===== src/rtl/irq4_pkg.sv =====
package irq4_pkg;
   localparam int unsigned IRQ_NSRC = 4;
   localparam int unsigned IRQ_IDX_W = 2;

   typedef enum logic [IRQ_IDX_W-1:0] {
      SRC_EXT  = 2'd0,
      SRC_TMR1 = 2'd1,
      SRC_TMR2 = 2'd2,
      SRC_SER  = 2'd3
   } irq_src_e;

   function automatic logic [IRQ_NSRC-1:0] src_onehot(input irq_src_e s);
      logic [IRQ_NSRC-1:0] r;
      r = '0;
      r[s] = 1'b1;
      return r;
   endfunction
endpackage


===== src/rtl/irq_edge_sync.sv =====
module irq_edge_sync #(
   parameter int unsigned STAGES = 2
) (
   input  logic clk,
   input  logic rst_n,
   input  logic async_in,
   output logic rise
);
   if (STAGES < 2) begin : g_bad_stages
      $error("irq_edge_sync: STAGES must be at least 2");
   end

   logic [STAGES-1:0] chain_q;
   logic              prev_q;

   for (genvar s = 0; s < STAGES; s++) begin : g_stage
      if (s == 0) begin : g_first
         always_ff @(posedge clk or negedge rst_n) begin
            if (!rst_n) chain_q[0] <= 1'b0;
            else        chain_q[0] <= async_in;
         end
      end else begin : g_next
         always_ff @(posedge clk or negedge rst_n) begin
            if (!rst_n) chain_q[s] <= 1'b0;
            else        chain_q[s] <= chain_q[s-1];
         end
      end
   end

   always_ff @(posedge clk or negedge rst_n) begin
      if (!rst_n) prev_q <= 1'b0;
      else        prev_q <= chain_q[STAGES-1];
   end

   assign rise = chain_q[STAGES-1] & ~prev_q;

   AST_RISE_SINGLE: assert property (@(posedge clk) disable iff (!rst_n)
      rise |=> !rise);
endmodule


===== src/rtl/irq_req_flags.sv =====
module irq_req_flags #(
   parameter int unsigned N = 4
) (
   input  logic         clk,
   input  logic         rst_n,
   input  logic [N-1:0] set_evt,
   input  logic [N-1:0] en_next,
   input  logic [N-1:0] start_clr,
   input  logic [N-1:0] ret_clr,
   output logic [N-1:0] flags
);
   if (N < 1) begin : g_bad_n
      $error("irq_req_flags: N must be positive");
   end

   for (genvar i = 0; i < N; i++) begin : g_flag
      logic flag_q;
      logic flag_d;

      // start clear dominates, then a fresh enabled event, then the return clear
      always_comb begin
         flag_d = flag_q;
         if (start_clr[i])                    flag_d = 1'b0;
         else if (set_evt[i] && en_next[i])   flag_d = 1'b1;
         else if (ret_clr[i])                 flag_d = 1'b0;
      end

      always_ff @(posedge clk or negedge rst_n) begin
         if (!rst_n) flag_q <= 1'b0;
         else        flag_q <= flag_d;
      end

      assign flags[i] = flag_q;

      AST_NO_SET_DISABLED: assert property (@(posedge clk) disable iff (!rst_n)
         (!en_next[i] && !flag_q) |=> !flag_q);
      AST_START_CLEARS: assert property (@(posedge clk) disable iff (!rst_n)
         start_clr[i] |=> !flag_q);
      AST_EVENT_BEATS_RET: assert property (@(posedge clk) disable iff (!rst_n)
         (set_evt[i] && en_next[i] && !start_clr[i]) |=> flag_q);
   end
endmodule


===== src/rtl/irq_svc_arb.sv =====
module irq_svc_arb
   import irq4_pkg::*;
#(
   parameter int unsigned N        = IRQ_NSRC,
   parameter int unsigned VEC_W    = 8,
   parameter int unsigned VEC_BASE = 16,
   parameter int unsigned VEC_STEP = 16
) (
   input  logic             clk,
   input  logic             rst_n,
   input  logic [N-1:0]     flags,
   input  logic             halt,
   input  logic             reti,
   output logic             take,
   output logic [VEC_W-1:0] vec,
   output logic             in_svc,
   output logic [N-1:0]     ret_clr
);
   localparam int unsigned VEC_TOP = VEC_BASE + (N - 1) * VEC_STEP;

   if (N != IRQ_NSRC) begin : g_bad_n
      $error("irq_svc_arb: N must match the source enumeration");
   end
   if (VEC_W > 31 || VEC_TOP >= (32'd1 << VEC_W)) begin : g_bad_vec
      $error("irq_svc_arb: vector range does not fit VEC_W");
   end

   irq_src_e         pick;
   logic             any_req;
   logic             grant;
   logic             take_q;
   logic             svc_q;
   irq_src_e         src_q;
   logic [VEC_W-1:0] vec_q;
   logic [VEC_W-1:0] pick_vec;

   // lowest index wins: scan from the bottom of the priority list upward
   always_comb begin
      pick = SRC_SER;
      for (int i = N - 1; i >= 0; i--) begin
         if (flags[i]) pick = irq_src_e'(i[IRQ_IDX_W-1:0]);
      end
   end

   assign any_req  = |flags;
   assign grant    = any_req && !svc_q && !halt;
   assign pick_vec = VEC_W'(VEC_BASE + 32'(pick) * VEC_STEP);

   always_ff @(posedge clk or negedge rst_n) begin
      if (!rst_n) begin
         take_q <= 1'b0;
         svc_q  <= 1'b0;
         src_q  <= SRC_EXT;
         vec_q  <= '0;
      end else begin
         take_q <= grant;
         if (grant) begin
            svc_q <= 1'b1;
            src_q <= pick;
            vec_q <= pick_vec;
         end else if (svc_q && reti) begin
            svc_q <= 1'b0;
         end
      end
   end

   assign ret_clr = (svc_q && reti) ? src_onehot(src_q) : '0;
   assign take    = take_q;
   assign vec     = vec_q;
   assign in_svc  = svc_q;

   AST_TAKE_PULSE: assert property (@(posedge clk) disable iff (!rst_n)
      take_q |=> !take_q);
   AST_TAKE_MARKS_BUSY: assert property (@(posedge clk) disable iff (!rst_n)
      take_q |-> svc_q);
   AST_NO_NEST: assert property (@(posedge clk) disable iff (!rst_n)
      svc_q |=> !take_q);
   AST_HALT_BLOCKS: assert property (@(posedge clk) disable iff (!rst_n)
      halt |=> !take_q);
   AST_RET_ENDS: assert property (@(posedge clk) disable iff (!rst_n)
      (svc_q && reti) |=> !svc_q);
   AST_VEC_HELD: assert property (@(posedge clk) disable iff (!rst_n)
      (svc_q && !take_q) |-> $stable(vec_q));
   AST_RET_ONEHOT: assert property (@(posedge clk) disable iff (!rst_n)
      $onehot0(ret_clr));
endmodule


===== src/rtl/irq4_ctrl.sv =====
module irq4_ctrl
   import irq4_pkg::*;
#(
   parameter int unsigned VEC_W       = 8,
   parameter int unsigned VEC_BASE    = 16,
   parameter int unsigned VEC_STEP    = 16,
   parameter int unsigned SYNC_STAGES = 2
) (
   input  logic             clk,
   input  logic             rst_n,
   input  logic             en_we,
   input  logic [3:0]       en_wdata,
   input  logic             exti_in,
   input  logic             tmr1_ovf,
   input  logic             tmr2_ovf,
   input  logic             ser_done,
   input  logic             tmr1_start,
   input  logic             tmr2_start,
   input  logic             halt,
   input  logic             reti,
   output logic             irq_take,
   output logic [VEC_W-1:0] irq_vec,
   output logic             irq_busy
);
   localparam int unsigned N = IRQ_NSRC;

   logic [N-1:0] en_q;
   logic [N-1:0] en_next;
   logic         ext_rise;
   logic [N-1:0] evt;
   logic [N-1:0] start_clr;
   logic [N-1:0] ret_clr;
   logic [N-1:0] flags;

   always_ff @(posedge clk or negedge rst_n) begin
      if (!rst_n)     en_q <= '0;
      else if (en_we) en_q <= en_wdata;
   end

   // an event is judged against the enable value that holds at the end of its cycle
   assign en_next = en_we ? en_wdata : en_q;

   irq_edge_sync #(.STAGES(SYNC_STAGES)) u_ext_sync (
      .clk      (clk),
      .rst_n    (rst_n),
      .async_in (exti_in),
      .rise     (ext_rise)
   );

   always_comb begin
      evt             = '0;
      evt[SRC_EXT]    = ext_rise;
      evt[SRC_TMR1]   = tmr1_ovf;
      evt[SRC_TMR2]   = tmr2_ovf;
      evt[SRC_SER]    = ser_done;
      start_clr           = '0;
      start_clr[SRC_TMR1] = tmr1_start;
      start_clr[SRC_TMR2] = tmr2_start;
   end

   irq_req_flags #(.N(N)) u_flags (
      .clk       (clk),
      .rst_n     (rst_n),
      .set_evt   (evt),
      .en_next   (en_next),
      .start_clr (start_clr),
      .ret_clr   (ret_clr),
      .flags     (flags)
   );

   irq_svc_arb #(
      .N        (N),
      .VEC_W    (VEC_W),
      .VEC_BASE (VEC_BASE),
      .VEC_STEP (VEC_STEP)
   ) u_arb (
      .clk     (clk),
      .rst_n   (rst_n),
      .flags   (flags),
      .halt    (halt),
      .reti    (reti),
      .take    (irq_take),
      .vec     (irq_vec),
      .in_svc  (irq_busy),
      .ret_clr (ret_clr)
   );

   AST_FLAG_NEEDS_CAUSE: assert property (@(posedge clk) disable iff (!rst_n)
      (evt == '0) |=> ((flags & ~$past(flags)) == '0));
   AST_BUSY_DROP_ON_RET: assert property (@(posedge clk) disable iff (!rst_n)
      $fell(irq_busy) |-> $past(reti));
endmodule


===== config.mk =====
export PLATFORM = sky130hd
export DESIGN_NAME = irq4_ctrl
export DESIGN_NICKNAME = d
export VERILOG_FILES = /design/src/rtl/irq4_pkg.sv /design/src/rtl/irq_edge_sync.sv /design/src/rtl/irq_req_flags.sv /design/src/rtl/irq_svc_arb.sv /design/src/rtl/irq4_ctrl.sv
export SDC_FILE = /design/constraint.sdc
export NUM_CORES = 1
export LEC_CHECK = 0
export ABC_AREA = 0
export BUFFER_PORTS_ARGS = -buffer_cell sky130_fd_sc_hd__buf_4
export CAP_MARGIN = 10
export CORE_UTILIZATION = 49
export DETAILED_ROUTE_END_ITERATION = 6
export PLACE_DENSITY = 0.82
export SETUP_SLACK_MARGIN = 0.5
export SYNTH_ARGS = -nofsm -noshare
export SYNTH_HDL_FRONTEND = slang
export SYNTH_HIERARCHICAL = 1
export SYNTH_SLANG_ARGS = --single-unit

===== constraint.sdc =====
create_clock -name clk -period 2 [get_ports clk]
set_clock_uncertainty 0.1 [all_clocks]
set_input_delay 0.1 -clock clk [delete_from_list [all_inputs] [get_ports clk]]
set_output_delay 0.1 -clock clk [all_outputs]
set_load 0.05 [all_outputs]

# Word level (Yosys, flattened, before mapping)
# Cells that the tools add are included.
# Widths: inputs -> output; s select.
dict set report totals {
  register_bits 23
  output_inout_bits 10
  elab_cells 52
}
dict set report op_classes {
  add_sub_neg 1
  magnitude_cmp 2
  muxes 19
  bitwise_logic 2
  n_reduce_logical 16
}
# operator count
set op_table {}
lappend op_table {{$mux 1} 14}
lappend op_table {{$logic_and 1x1->1} 8}
lappend op_table {{$mux 4} 2}
lappend op_table {{$add 5x6->7 const A} 1}
lappend op_table {{$reduce_bool 2->1} 3}
lappend op_table {{$reduce_bool 3->1} 2}
lappend op_table {{$mux 2} 2}
lappend op_table {{$reduce_or 4->1} 1}
lappend op_table {{$lt 2x3->1 const B} 1}
lappend op_table {{$demux 1 s2} 1}
lappend op_table {{$ge 2x1->1 const B} 1}
lappend op_table {{$logic_not 1->1} 2}
lappend op_table {{$and 1x1->1} 1}
lappend op_table {{$not 1->1} 1}

# Logic depth before layout (Yosys ltp)
dict set report logic_depth {
  word_depth 8
  ltp_mapped 5
  mapped_depth_nobuf 4
}

# Cells and area by module
# Netlist, hierarchy kept.
# mod instances cells_each area_per_inst_um2 seq_area_each_um2
set by_module_without_submodules {}
lappend by_module_without_submodules {irq_svc_arb 1 35 372.9 175.2}
lappend by_module_without_submodules {irq_req_flags 1 20 235.2 100.1}
lappend by_module_without_submodules {irq4_ctrl 1 9 148.9 100.1}
lappend by_module_without_submodules {irq_edge_sync 1 4 88.8 75.1}

# Worst setup path after synthesis
# OpenSTA, ideal clock, no wires.
dict set report synth_timing {
  path_kind {register to register}
  from {register u_arb.svc_q (netlist: u_arb/in_svc)}
  to {register u_arb.src_q[0]}
  arrival_ns 1.370
  setup_slack_ns 0.405
  path_stages_with_launch 3
  n_path_buf 0
  synth_period_minus_slack_ns 1.595
  cell_sequence {dfrtp_1 -> a211oi_4 -> mux2_2}
}
dict set report synth_via {
  elab_chain_len 3
}
# element line
set synth_lines {}
lappend synth_lines {{start: declaration} irq_svc_arb.sv:32} ;# logic svc_q;
lappend synth_lines {{start signal: assignment} irq_svc_arb.sv:52} ;# svc_q <= 1'b0;
lappend synth_lines {{start signal: assignment} irq_svc_arb.sv:58} ;# svc_q <= 1'b1;
lappend synth_lines {{start signal: assignment} irq_svc_arb.sv:62} ;# svc_q <= 1'b0;
lappend synth_lines {{$logic_not 1->1} irq_svc_arb.sv:46} ;# assign grant = any_req && !svc_q && !halt;
lappend synth_lines {{$logic_and 1x1->1 (2 in a row)} irq_svc_arb.sv:46}
lappend synth_lines {{net u_arb.grant} irq_svc_arb.sv:30} ;# logic grant;
lappend synth_lines {{end signal: assignment} irq_svc_arb.sv:59} ;# src_q <= pick;
lappend synth_lines {{end: declaration} irq_svc_arb.sv:33} ;# irq_src_e src_q;
# The timed path passes the listed nets, and every way through them passes these cells.
# A chain may end at the register's enable or synchronous reset.

# Worst setup path after layout
dict set report layout_timing {
  from {register u_flags.g_flag[0].flag_q}
  to {register u_arb.vec_q[6] (netlist: u_arb/vec[6])}
}
dict set report layout_via {
  elab_cells_between_ends 5
}
# element line
set layout_lines {}
lappend layout_lines {{start: declaration} irq_req_flags.sv:17} ;# logic flag_q;
lappend layout_lines {{start signal: assignment} irq_req_flags.sv:30} ;# else flag_q <= flag_d;
lappend layout_lines {{$mux 2} irq_svc_arb.sv:41} ;# if (flags[i]) pick = irq_src_e'(i[IRQ_IDX_W-1:0]);
lappend layout_lines {{net u_arb.pick[1]} irq_svc_arb.sv:28} ;# irq_src_e pick;
lappend layout_lines {{$add 5x6->7} irq_svc_arb.sv:47} ;# assign pick_vec = VEC_W'(VEC_BASE + 32'(pick) * VEC_STEP);
lappend layout_lines {{end signal: assignment} irq_svc_arb.sv:60} ;# vec_q <= pick_vec;
lappend layout_lines {{end: declaration} irq_svc_arb.sv:34} ;# logic [VEC_W-1:0] vec_q;
# The timed path passes the listed nets, and every way through them passes these cells.

==> results.json <==
{
  "status": "finished with violations",
  "failed_checks": "design-rule violations",
  "fin_setup_tns_ps": 0,
  "synth_seq_cells": 18,
  "layout_common_cells": "buf_4, dfrtp_1, dlygate4sd3_1",
  "drtIter0Drc": 7,
  "clk_latency_ps": 280,
  "max_freq_mhz": 686,
  "crit_required_ps": 2070,
  "cts_root_buffer": "clkbuf_4",
  "htree_levels": 1,
  "power_leakage_nw": 0.518,
  "layout_setup_ws_ps": 542,
  "p_per_area_nw_per_um2": 973,
  "syn-cell-area_um2": 846,
  "core_area_um2": 1560,
  "clockBufferDepth": 2,
  "finalCritPeriodShare": 0.729,
  "num_rows": 14,
  "drive_gt1_frac": 0.470,
  "drcViolationCount": 2,
  "grt_first_pass_wirelength_mm": 2.15,
  "post-route-util": 0.726,
  "fin_crit_ps": 1460,
  "holdWs_ps": 22.5,
  "arrival_ps": 1530,
  "antenna_left": 0,
  "path_cells": "nor2_2 > a211oi_4 > mux2_2",
  "slowest_delay_ps": 420,
  "via_count": 557,
  "synth_cells": 68,
  "final_common_cell": "buf_4",
  "grt_usage": 0.156,
  "ir_drop_mv": 0.847,
  "io_pins": 25,
  "drv_slew": 0,
  "maxCapViolCount": 0,
  "synth.distinct_cells": 19,
  "synth_top_area_frac": 0.533,
  "netlist_top_cells_area": "dfrtp_1, mux2_2, buf_4, nand2b_4, a21oi_2",
  "wirelength_mm": 1.29,
  "fp.dieW_um": 43.5,
  "antenna_cells": 0,
  "hpwl_um": 928,
  "cts_buffers": 3,
  "dpl_worst_slack_ps": 525,
  "antenna_found_initial": 0,
  "portBuffers": 19,
  "clk_pin_slew_ps": 90,
  "globalRouteOverflowTotal": 0,
  "area_delta_synth_final_pct": 33.7,
  "rsz0062_at_grt": "true",
  "worstSetupEndpointType": "register",
  "yosysSeqAreaShare": 0.533,
  "final_nets": 117,
  "yosys_warnings": 6,
  "total_power_mw": 1.10,
  "cts.sinks": 18,
  "synth_area_leader_cell": "dfrtp_1",
  "critPathLaunchType": "register",
  "grt_max_degree": 19,
  "dieHeight_um": 43.5,
  "worst_path_max_delay_cell": "dfrtp_2",
  "cts_tree": "done",
  "avgSynthCellArea_um2": 12.4,
  "start_util": 0.543,
  "crit_fanout": 6,
  "setup_viol": 0,
  "hold_path.class": "input pin to register",
  "grt_pass1_vias": 546,
  "worst_hold_path.num_cells": 2,
  "via_per_inst": 4.80,
  "place.gp.congestion": 0.828,
  "dieArea_um2": 1900,
  "routedWlPerCell_um": 11.1,
  "critPathKind": "register to register",
  "hold_viol_final": 0,
  "dr.pass1.iters": 6,
  "r2r_cells": 3
}
==> layer usage <==
layer  wire, µm  GRT usage
met5          0          0
met4         14     0.0750
met3         72     0.0292
met2        609      0.269
met1        593      0.186
==> cells in the mapped netlist (all sizes together) <==
cell type and instances:
buf 9, a21oi 5, ha 1, o32a 1
nor2b 1, nand2b 4, mux2 7, a21o 1
inv 4, nor3 3, mux2i 1, conb 2
a211oi 1, nand3 1, nand2 5, nor2 4
dfrtp 18
==> layout make-up <==
type	count	area [µm²]
flip-flops and latches	18	454
fillers	106	428
multi-input cells	42	335
repair buffers	32	270
clock buffers	4	36.3
well taps	16	20.0
inverters	4	15.0
==> sequential cells by signal, indices dropped and copies added (netlist names) <==
name and count:
en_q 4, u_arb/in_svc 1, u_arb/src_q 2, u_arb/take 1, u_arb/vec 3, u_ext_sync/chain_q 2
u_ext_sync/prev_q 1, u_flags/g_flag.flag_q 4
==> critical path, delay by kind of cell (launching register included) <==
family           cells  cell delay, ps
flip-flops           1             420
multiplexers         1             380
AO/OA/AOI/OAI        1             370
AND/OR/NAND/NOR      1              80
==> through the flow <==
stage | instance area [µm²] | instances
2_1_floorplan | 866 | 73
3_3_place_gp | 961 | 99
3_5_place_dp | 961 | 99
4_1_cts | 1120 | 115
5_1_grt | 1130 | 116
6_report | 1130 | 116
==> report_power, final <==
part	internal, mW	total (mW)	switching (mW)
Clock	0.111	0.210	0.0996
Combinational	0.161	0.399	0.238
Sequential	0.436	0.490	0.0546
==> final timing paths <==
kind                                          startpoint                    end  slack [ps]
worst max-delay path            u_flags/g_flag[0].flag_q           u_arb/vec[6]         540
worst min-delay path                               en_we                en_q[0]          20
worst max register to register  u_flags/g_flag[0].flag_q           u_arb/vec[6]         540
worst min register to register     u_ext_sync/chain_q[0]  u_ext_sync/chain_q[1]         270
max in group asynchronous                          rst_n           u_arb/in_svc        1470
min in group asynchronous                          rst_n      u_ext_sync/prev_q         120
==> logic make-up after synthesis <==
group,after synthesis,synth area share
flops,18,0.533
simple gates,18,0.148
other cells,2,0.00888
fa+ha+maj,1,0.0148
mux,8,0.105
compound gates,8,0.0932
buf+inv,13,0.0976
==> repair_timing <==
item,4_1_cts,5_1_grt
endpoints found under the setup margin,0,3
hold buffers,12,0
setup buffers,0,1
endpoints found under the hold margin,27,0
gates resized for setup,0,3
No activity file was read; power rests on OpenSTA's default activity.
